`src/rtl/rtc_bcd_pkg.sv`:
```
package rtc_bcd_pkg;

  localparam int TIME_W = 22;
  localparam int DATE_W = 24;
  localparam int WDAY_W = 3;
  localparam int SEXA_W = 7;   // seconds or minutes BCD field
  localparam int HOUR_W = 6;
  localparam logic [WDAY_W-1:0] WDAY_LAST = 3'd6;

  // Advance a 00..59 BCD field; result = {carry, next}
  function automatic logic [SEXA_W:0] sexa_inc(input logic [SEXA_W-1:0] v);
    logic [3:0] ones;
    logic [2:0] tens;
    ones = v[3:0];
    tens = v[6:4];
    if (ones == 4'd9) begin
      if (tens == 3'd5) sexa_inc = {1'b1, 7'h00};
      else              sexa_inc = {1'b0, tens + 3'd1, 4'd0};
    end else begin
      sexa_inc = {1'b0, tens, ones + 4'd1};
    end
  endfunction

  // 24-hour field 00..23; result = {carry, next}
  function automatic logic [HOUR_W:0] hour24_inc(input logic [HOUR_W-1:0] h);
    if (h == 6'h23)          hour24_inc = {1'b1, 6'h00};
    else if (h[3:0] == 4'd9) hour24_inc = {1'b0, h[5:4] + 2'd1, 4'd0};
    else                     hour24_inc = {1'b0, h[5:4], h[3:0] + 4'd1};
  endfunction

  // 12-hour field {pm, tens, ones}; carry on PM -> AM
  function automatic logic [HOUR_W:0] hour12_inc(input logic [HOUR_W-1:0] h);
    logic       pm;
    logic [4:0] hv;
    pm = h[5];
    hv = h[4:0];
    if (hv == 5'h12)          hour12_inc = {1'b0, pm, 5'h01};
    else if (hv == 5'h11)     hour12_inc = {pm, ~pm, 5'h12};
    else if (hv[3:0] == 4'd9) hour12_inc = {1'b0, pm, 5'h10};
    else                      hour12_inc = {1'b0, pm, hv[4], hv[3:0] + 4'd1};
  endfunction

  // Two-digit BCD year divisible by 4
  function automatic logic year_is_leap(input logic [7:0] y);
    if (y[4]) year_is_leap = (y[3:0] == 4'd2) || (y[3:0] == 4'd6);
    else      year_is_leap = (y[3:0] == 4'd0) || (y[3:0] == 4'd4) || (y[3:0] == 4'd8);
  endfunction

  // Last day of a month as BCD
  function automatic logic [5:0] last_day(input logic [4:0] mon, input logic leap);
    case (mon)
      5'h02:                      last_day = leap ? 6'h29 : 6'h28;
      5'h04, 5'h06, 5'h09, 5'h11: last_day = 6'h30;
      default:                    last_day = 6'h31;
    endcase
  endfunction

  // Generic two-digit BCD step with digit tops; wrap handled by caller
  function automatic logic [7:0] bcd2_inc(input logic [7:0] v);
    if (v[3:0] == 4'd9) bcd2_inc = {v[7:4] + 4'd1, 4'd0};
    else                bcd2_inc = {v[7:4], v[3:0] + 4'd1};
  endfunction

endpackage

```
`src/rtl/rtc_time_counter.sv`:
```
module rtc_time_counter
  import rtc_bcd_pkg::*;
(
  input  logic              clk,
  input  logic              rst_n,
  input  logic              advance,
  input  logic              load,
  input  logic [TIME_W-1:0] wdata,
  input  logic              hour24,
  output logic [TIME_W-1:0] time_q,
  output logic [TIME_W-1:0] time_d,
  output logic              day_carry
);

  localparam int NSEXA = 2;

  logic [SEXA_W-1:0] sexa_cur [NSEXA];
  logic [SEXA_W-1:0] sexa_nxt [NSEXA];
  logic [NSEXA-1:0]  sexa_cy;

  genvar g;
  generate
    for (g = 0; g < NSEXA; g++) begin : g_sexa
      assign sexa_cur[g] = time_q[g*8 +: SEXA_W];
      assign {sexa_cy[g], sexa_nxt[g]} = sexa_inc(sexa_cur[g]);
    end
  endgenerate

  logic [HOUR_W-1:0] hour_cur, hour_nxt;
  logic              hour_cy;
  logic [SEXA_W-1:0] sec_d, min_d;
  logic [HOUR_W-1:0] hour_d;

  assign hour_cur = time_q[21:16];

  always_comb begin
    if (hour24) {hour_cy, hour_nxt} = hour24_inc(hour_cur);
    else        {hour_cy, hour_nxt} = hour12_inc(hour_cur);
  end

  always_comb begin
    sec_d  = sexa_nxt[0];
    min_d  = sexa_cy[0] ? sexa_nxt[1] : sexa_cur[1];
    hour_d = (sexa_cy[0] && sexa_cy[1]) ? hour_nxt : hour_cur;
  end

  assign day_carry = advance && sexa_cy[0] && sexa_cy[1] && hour_cy;

  always_comb begin
    if (load)         time_d = {wdata[21:16], 1'b0, wdata[14:8], 1'b0, wdata[6:0]};
    else if (advance) time_d = {hour_d, 1'b0, min_d, 1'b0, sec_d};
    else              time_d = time_q;
  end

  always_ff @(posedge clk) begin
    if (!rst_n) time_q <= '0;
    else        time_q <= time_d;
  end

endmodule

```
`src/rtl/rtc_date_counter.sv`:
```
module rtc_date_counter
  import rtc_bcd_pkg::*;
(
  input  logic              clk,
  input  logic              rst_n,
  input  logic              day_carry,
  input  logic              load,
  input  logic [DATE_W-1:0] wdata,
  output logic [DATE_W-1:0] date_q,
  output logic [DATE_W-1:0] date_d,
  output logic              leap
);

  localparam logic [DATE_W-1:0] DATE_RST = 24'h000101;

  logic [5:0] day_cur, day_nxt;
  logic [4:0] mon_cur, mon_nxt;
  logic [7:0] yr_cur,  yr_nxt;
  logic [7:0] day_step, mon_step;

  assign day_cur  = date_q[5:0];
  assign mon_cur  = date_q[12:8];
  assign yr_cur   = date_q[23:16];
  assign leap     = year_is_leap(yr_cur);
  assign day_step = bcd2_inc({2'b00, day_cur});
  assign mon_step = bcd2_inc({3'b000, mon_cur});

  always_comb begin
    day_nxt = day_cur;
    mon_nxt = mon_cur;
    yr_nxt  = yr_cur;
    if (day_cur == last_day(mon_cur, leap)) begin
      day_nxt = 6'h01;
      if (mon_cur == 5'h12) begin
        mon_nxt = 5'h01;
        yr_nxt  = (yr_cur == 8'h99) ? 8'h00 : bcd2_inc(yr_cur);
      end else begin
        mon_nxt = mon_step[4:0];
      end
    end else begin
      day_nxt = day_step[5:0];
    end
  end

  always_comb begin
    if (load)           date_d = {wdata[23:16], 3'b000, wdata[12:8], 2'b00, wdata[5:0]};
    else if (day_carry) date_d = {yr_nxt, 3'b000, mon_nxt, 2'b00, day_nxt};
    else                date_d = date_q;
  end

  always_ff @(posedge clk) begin
    if (!rst_n) date_q <= DATE_RST;
    else        date_q <= date_d;
  end

endmodule

```
`src/rtl/rtc_weekday.sv`:
```
module rtc_weekday
  import rtc_bcd_pkg::*;
(
  input  logic              clk,
  input  logic              rst_n,
  input  logic              day_carry,
  input  logic              load,
  input  logic [WDAY_W-1:0] wdata,
  output logic [WDAY_W-1:0] wday_q
);

  always_ff @(posedge clk) begin
    if (!rst_n)         wday_q <= '0;
    else if (load)      wday_q <= wdata;
    else if (day_carry) wday_q <= (wday_q >= WDAY_LAST) ? '0 : wday_q + 3'd1;
  end

endmodule

```
`src/rtl/rtc_bcd_clock.sv`:
```
module rtc_bcd_clock
  import rtc_bcd_pkg::*;
(
  input  logic              clk,
  input  logic              rst_n,
  input  logic              sec_tick,
  input  logic              hour24_mode,
  input  logic              time_load,
  input  logic [TIME_W-1:0] time_wdata,
  input  logic              date_load,
  input  logic [DATE_W-1:0] date_wdata,
  input  logic              wday_load,
  input  logic [WDAY_W-1:0] wday_wdata,
  input  logic [TIME_W-1:0] alarm_time,
  input  logic [DATE_W-1:0] alarm_date,
  output logic [TIME_W-1:0] time_q,
  output logic [DATE_W-1:0] date_q,
  output logic [WDAY_W-1:0] wday_q,
  output logic              leap_year,
  output logic              alarm_hit
);

  logic              advance;
  logic              day_roll;
  logic [TIME_W-1:0] time_d;
  logic [DATE_W-1:0] date_d;
  logic              match_d;

  assign advance = sec_tick && !time_load;

  rtc_time_counter u_time (
    .clk       (clk),
    .rst_n     (rst_n),
    .advance   (advance),
    .load      (time_load),
    .wdata     (time_wdata),
    .hour24    (hour24_mode),
    .time_q    (time_q),
    .time_d    (time_d),
    .day_carry (day_roll)
  );

  rtc_date_counter u_date (
    .clk       (clk),
    .rst_n     (rst_n),
    .day_carry (day_roll),
    .load      (date_load),
    .wdata     (date_wdata),
    .date_q    (date_q),
    .date_d    (date_d),
    .leap      (leap_year)
  );

  rtc_weekday u_wday (
    .clk       (clk),
    .rst_n     (rst_n),
    .day_carry (day_roll),
    .load      (wday_load),
    .wdata     (wday_wdata),
    .wday_q    (wday_q)
  );

  assign match_d = advance && (time_d == alarm_time) && (date_d == alarm_date);

  always_ff @(posedge clk) begin
    if (!rst_n) alarm_hit <= 1'b0;
    else        alarm_hit <= match_d;
  end

endmodule

```
`config.mk`:
```
export PLATFORM = sky130hd
export DESIGN_NAME = rtc_bcd_clock
export DESIGN_NICKNAME = d
export VERILOG_FILES = /design/src/rtl/rtc_bcd_pkg.sv /design/src/rtl/rtc_time_counter.sv /design/src/rtl/rtc_date_counter.sv /design/src/rtl/rtc_weekday.sv /design/src/rtl/rtc_bcd_clock.sv
export SDC_FILE = /design/constraint.sdc
export NUM_CORES = 1
export LEC_CHECK = 0
export ABC_AREA = 1
export BUFFER_PORTS_ARGS = -buffer_cell sky130_fd_sc_hd__buf_4
export CAP_MARGIN = 20
export CORE_MARGIN = 10
export CORE_UTILIZATION = 40
export CTS_CLUSTER_SIZE = 25
export DETAILED_ROUTE_END_ITERATION = 8
export GPL_TIMING_DRIVEN = 0
export PLACE_DENSITY = 0.65
export SYNTH_ARGS = -nofsm -noshare
export SYNTH_HDL_FRONTEND = slang
export SYNTH_SLANG_ARGS = --single-unit
```
`constraint.sdc`:
```
create_clock -name clk -period 4.4 [get_ports clk]
set_clock_uncertainty 0.2 [all_clocks]
set_input_delay 0 -clock clk [delete_from_list [all_inputs] [get_ports clk]]
set_output_delay 0 -clock clk [all_outputs]
set_load 0.005 [all_outputs]
```
**Yosys cells after proc, flatten, opt, wreduce, memory -nomap -nowiden**

Index checks and enable logic that the tools add are counted.

- $add $sub $neg: 13
- Order comparisons: 1
- Eq/ne operators: 25
- Multiplexer cells: 32
- Bitwise gates (word level): 1
- Reduce and logical (&&, ||, !) cells: 14

Operators with widths:

| kind | number |
|---|---|
| $mux W8 | 8 |
| $mux W24 | 2 |
| $mux W22 | 2 |
| $mux W6 | 5 |
| $add A4 B1 Y4 const B | 7 |
| $eq A4 B4 Y1 const B | 7 |
| $mux W7 | 4 |
| $eq A24 B24 Y1 | 1 |
| $eq A22 B22 Y1 | 1 |
| $eq A5 B5 Y1 const B | 4 |
| $mux W5 | 4 |
| $pmux W6 S2 | 1 |
| $eq A5 B3 Y1 const B | 2 |
| $add A3 B1 Y3 const B | 3 |
| $mux W3 | 3 |
| $eq A4 B3 Y1 const B | 2 |
| $eq A8 B8 Y1 const B | 1 |
| $logic_and A1 B1 Y1 | 7 |
| $eq A3 B3 Y1 const B | 2 |
| $eq A6 B6 Y1 | 1 |
| $eq A6 B6 Y1 const B | 1 |
| $eq A5 B2 Y1 const B | 1 |
| $eq A5 B4 Y1 const B | 1 |
| $add A2 B1 Y2 const B | 2 |
| other kinds (10) | 14 |

- Bits in registers: 50
- Input bits: 102
- Output and inout bits: 51
- Word-level logic and storage cells: 90

**Longest topological paths before layout**

- Word-level depth: 12
- Depth in mapped cells: 21
- Gate-level depth less buffers: 21

**By module**

From an unflattened synthesis, not the netlist that was laid out.

- Cells, all modules: 677
- Area, all modules: 4137.7 um^2

Modules (own cells, without submodules):

| module | instances | cells an instance | area each (um^2) | sequential area each (um^2) |
|---|---|---|---|---|
| rtc_date_counter | 1 | 290 | 1798.0 | 480.5 |
| rtc_time_counter | 1 | 234 | 1440.1 | 440.4 |
| rtc_bcd_clock | 1 | 121 | 680.7 | 20.0 |
| rtc_weekday | 1 | 32 | 219.0 | 60.1 |

**Worst setup path before layout**

No wires, ideal clock.

- Kind: register -> register
- Start point: register u_time.time_q[16]
- End point: register alarm_hit
- Setup time: 64 ps
- Arrival: 2132 ps
- Data required time: 4136 ps
- Setup slack: 2004 ps
- Cell stages (with the launch flop): 21
- Buffers on the path: 1
- Clock period less this slack: 2396 ps
- Path through: dfxtp_1 > inv_1 > nor2_1 > inv_1 > nor2_1 > ha_1 > nand3_1 > nand2_2 > nand2_4 > inv_4 > nand3_4 > buf_6 > o21ai_2 > nand2_2 > nand2_2 > nand2_1 > nand2_1 > nand3_1 > nor2_1 > nand3_1 > nor2_1

- Word-level cells in the longest chain between the ends: 11
- Elaborated cells between the ends (all ways): 22
- Classes of those cells: 1 x add/sub; 6 x eq/ne; 12 x mux; 3 x reduce/logical

RTL lines:

| element | RTL line | source |
|---|---|---|
| start, declared | rtc_time_counter.sv:10 | `output logic [TIME_W-1:0] time_q,` |
| start signal, assigned | rtc_time_counter.sv:57 | `else time_q <= time_d;` |
| $add A4 B1 Y4 or $eq A4 B4 Y1 (tied branches) | -- |  |
| $mux W5 | rtc_bcd_pkg.sv:39 | `else if (hv[3:0] == 4'd9) hour12_inc = {1'b0, pm, 5'h10};` |
| $mux W7 | rtc_bcd_pkg.sv:38 | `else if (hv == 5'h11) hour12_inc = {pm, ~pm, 5'h12};` |
| $mux W7 | rtc_bcd_pkg.sv:37 | `if (hv == 5'h12) hour12_inc = {1'b0, pm, 5'h01};` |
| $mux W6 | rtc_time_counter.sv:37 | `if (hour24) {hour_cy, hour_nxt} = hour24_inc(hour_cur);` |
| $mux W6 | rtc_time_counter.sv:44 | `hour_d = (sexa_cy[0] && sexa_cy[1]) ? hour_nxt : hour_cur;` |
| $mux W22 | rtc_time_counter.sv:51 | `else if (advance) time_d = {hour_d, 1'b0, min_d, 1'b0, sec_d};` |
| $mux W22 | rtc_time_counter.sv:50 | `if (load) time_d = {wdata[21:16], 1'b0, wdata[14:8], 1'b0, wdata[6:0]};` |
| $eq A22 B22 Y1 | rtc_bcd_clock.sv:63 | `assign match_d = advance && (time_d == alarm_time) && (date_d == alarm_date);` |
| $logic_and A1 B1 Y1 | rtc_bcd_clock.sv:63 |  |
| $logic_and A1 B1 Y1 (*) | rtc_bcd_clock.sv:63 |  |
| end signal, assigned | rtc_bcd_clock.sv:67 | `else alarm_hit <= match_d;` |
| end, declared | rtc_bcd_clock.sv:20 | `output logic alarm_hit` |

Every way passes the cells marked *; elsewhere a longest branch is shown, timed or not.
A chain may end at the register's enable or synchronous reset.

**Final worst setup path**

Ends and elaborated chain as after synthesis.

==> out/metrics.yaml <==
ctsHtreeMaxLevel: 2
clk_latency_ns: 0.31
coreArea_um2: 10400
max_slew_margin_pct: 50.7
syn-num-nets: 852
cap_violations: 0
cts.sinks: 50
grt_max_degree: 14
peakVddDrop_uv: 122
slew_viol_final: 0
pre_cts_ws_ns: 1.33
max_freq_ghz: 0.243
grt_pass1_vias: 5317
firstDrtPassIters: 6
diodes: 0
post-cts-setup-buffers: 0
die_x_um: 124
routedWlPerCell_um: 15.2
crit_chain: "inv_1 > nor2_1 > inv_1 > nor2_1 > ha_1 > nand3_1 > nand2_2 > nand3_1 > inv_2 > nand3_1 > nand3_1 > nand2_1 > xor2_1 > nor2_1 > nand4_1 > dlygate4sd3_1 > nor2_1 > dlygate4sd3_1"
numPortBuffers: 145
crit_path_end_kind: "register"
yosys_warnings: 0
layout-drive-gt1-share_pct: 22.3
path_max_fanout: 5
path_class: "register to register"
synth_enable_flop_cells: 0
stdcell_area_um2: 6210
start_util_pct: 41.4
netlist_area_um2: 4290
drtAntennaViolNets: 0
syn_avg_cell_area_um2: 5.79
report.final.hold_viol_count: 0
synth.top_cells.by_area: "dfxtp_1, nand2_1, nand3_1"
cp-start-kind: "register"
grt_overflow: 0
cts_hold_buf: 58
grt_usage_pct: 21.2
yosysMostFrequentCell: "nand2_1"
die_height_um: 124
wirelength_um: 16500
critical_path_buf_inv_count: 5
vias_per_cell: 5.05
grt_pass1_wl_um: 26100
cp.required_ns: 4.45
p_leak_uw: 0.00315
dp_hpwl_um: 13100
cts_tree: "done"
hp-class: "input port to register"
whs_ns: 0.0164
p_per_area_nw_per_um2: 193
period_needed_ns: 4.12
status: "complete, no violations"
fin_tns_setup_ns: 0
tightest_slew_ns: 0.739
crit_family: "simple AND/OR/NAND/NOR gates"
synth_seq_area_share_pct: 23.3
antenna_found_initial: 0
rows: 37
die_area_um2: 15300
cts_resized: 0
finalWeightedCongestion: 0.976
async_flop_share_pct: 0
slowest_stage: "dlygate4sd3_1"
yosys.area.top_type: "dfxtp_1"
crit_path_max_incr_delay_ns: 0.57
path_clk_slew_ns: 0.10
ctsLongestPathBuffers: 2
r2r_setup_slack_ns: 0.28
dpl_cell_area_um2: 5550
drt_iter0_drc: 428
finalCritPeriodShare_pct: 93.6
cts-root-buf: "clkbuf_8"
synth_top_area_share_pct: 23.3
synth_cell_types: 42
vias: 5489
synthCells: 741
crit_arrival_ns: 4.16
final-setup-viol-count: 0
fillCellCount: 1047
io_pins: 153
area_delta_synth_final_pct: 44.8
setup_ws_ns: 0.283
drc: 0
synthFlopType: "dfxtp_1"
cts_made_buffers: 5
rsz0062_at_grt: "no"
synth_top_cells_by_count: "nand2_1, nand3_1, nor2_1, inv_1, dfxtp_1"
nets: 1062
ys_ff_latch: 50
-- logic make-up after synthesis --
group | Yosys count | share of synthesized area [%]
buffers and inverters | 105 | 9.86
flip-flops | 50 | 23.3
adder cells (fa/ha/maj) | 9 | 2.63
AND/OR/NAND/NOR | 500 | 53.6
XOR/XNOR | 10 | 2.04
AO/OA/AOI/OAI | 67 | 8.55
-- per-stage QoR --
step                      instances  util, %  total power (uW)
final                          1086     59.9              1200
after global routing           1086     59.9              1270
after CTS                      1086     59.9              1200
after detailed placement       1022     53.5               880
after global placement         1022     53.5               873
after floorplan                 741        -               708
-- worst reg2reg max path, cell delays in order (launching register included) --
cell and delay, ns:
dfxtp_1 0.42, inv_1 0.08, nor2_1 0.21, inv_1 0.11
nor2_1 0.14, ha_1 0.16, nand3_1 0.10, nand2_2 0.18
nand3_1 0.30, inv_2 0.18, nand3_1 0.18, nand3_1 0.15
nand2_1 0.09, xor2_1 0.15, nor2_1 0.09, nand4_1 0.10
dlygate4sd3_1 0.57, nor2_1 0.09, dlygate4sd3_1 0.56
-- layout by cell type (no fill, tap or decap), types with 4 or more instances in the layout --
cell type and instances:
buf_4 145, xor2_1 8, or2_2 20, a21oi_1 35, dlygate4sd3_1 58, nand3b_1 13
o211ai_1 4, nand2_2 10, dfxtp_1 50, o21ai_0 17, nand2_1 225, inv_2 7
clkbuf_1 6, ha_1 9, nor2_1 91, nand4_1 15, nor2_2 5, inv_1 81
clkbuf_8 6, nor2_4 5, nand3_1 102
-- flip-flops by register name, summed over array words and instances (netlist names) --
| register | flops |
|---|---|
| u_wday.wday_q | 3 |
| u_date.date_q | 24 |
| u_time.time_q | 22 |
| alarm_hit | 1 |
-- metal layers --
metal	vias to the layer above	wire [um]	track usage, %	share of wire (%)
met2	202	7880	36.9	48
met1	2480	7140	26.0	43
met5	-	0	0	0
met4	0	197	4.37	1.2
met3	16	1290	5.06	7.8
li1	2791	-	-	-
-- path summary, 6_finish.rpt --
| kind | start | to | depth (start not counted) |
|---|---|---|---|
| setup / recovery | u_time.time_q[16]$_SDFF_PN0_ | alarm_hit$_SDFF_PN0_ | 18 |
| hold / removal | time_load | u_time.time_q[4]$_SDFF_PN0_ | 5 |
| setup reg to reg | u_time.time_q[16]$_SDFF_PN0_ | alarm_hit$_SDFF_PN0_ | 18 |
| hold reg to reg | u_time.time_q[15]$_SDFF_PN0_ | u_time.time_q[15]$_SDFF_PN0_ | 2 |
-- cell type report --
class	instances	area [um2]	share of cell area, %
clock buffers	6	82.6	1.33
repair buffers	203	1670	26.9
well taps	136	170	2.74
plain buffers	15	82.6	1.33
flip-flops and latches	50	1000	16.1
multi-input cells	586	2870	46.1
inverters	90	340	5.48
-- where the power goes --
group          switching (uW)  internal (uW)  total (uW)
sequential               35.7            476         512
combinational             201            201         402
clock                     164            122         286
No activity file was read; power rests on OpenSTA's default activity.
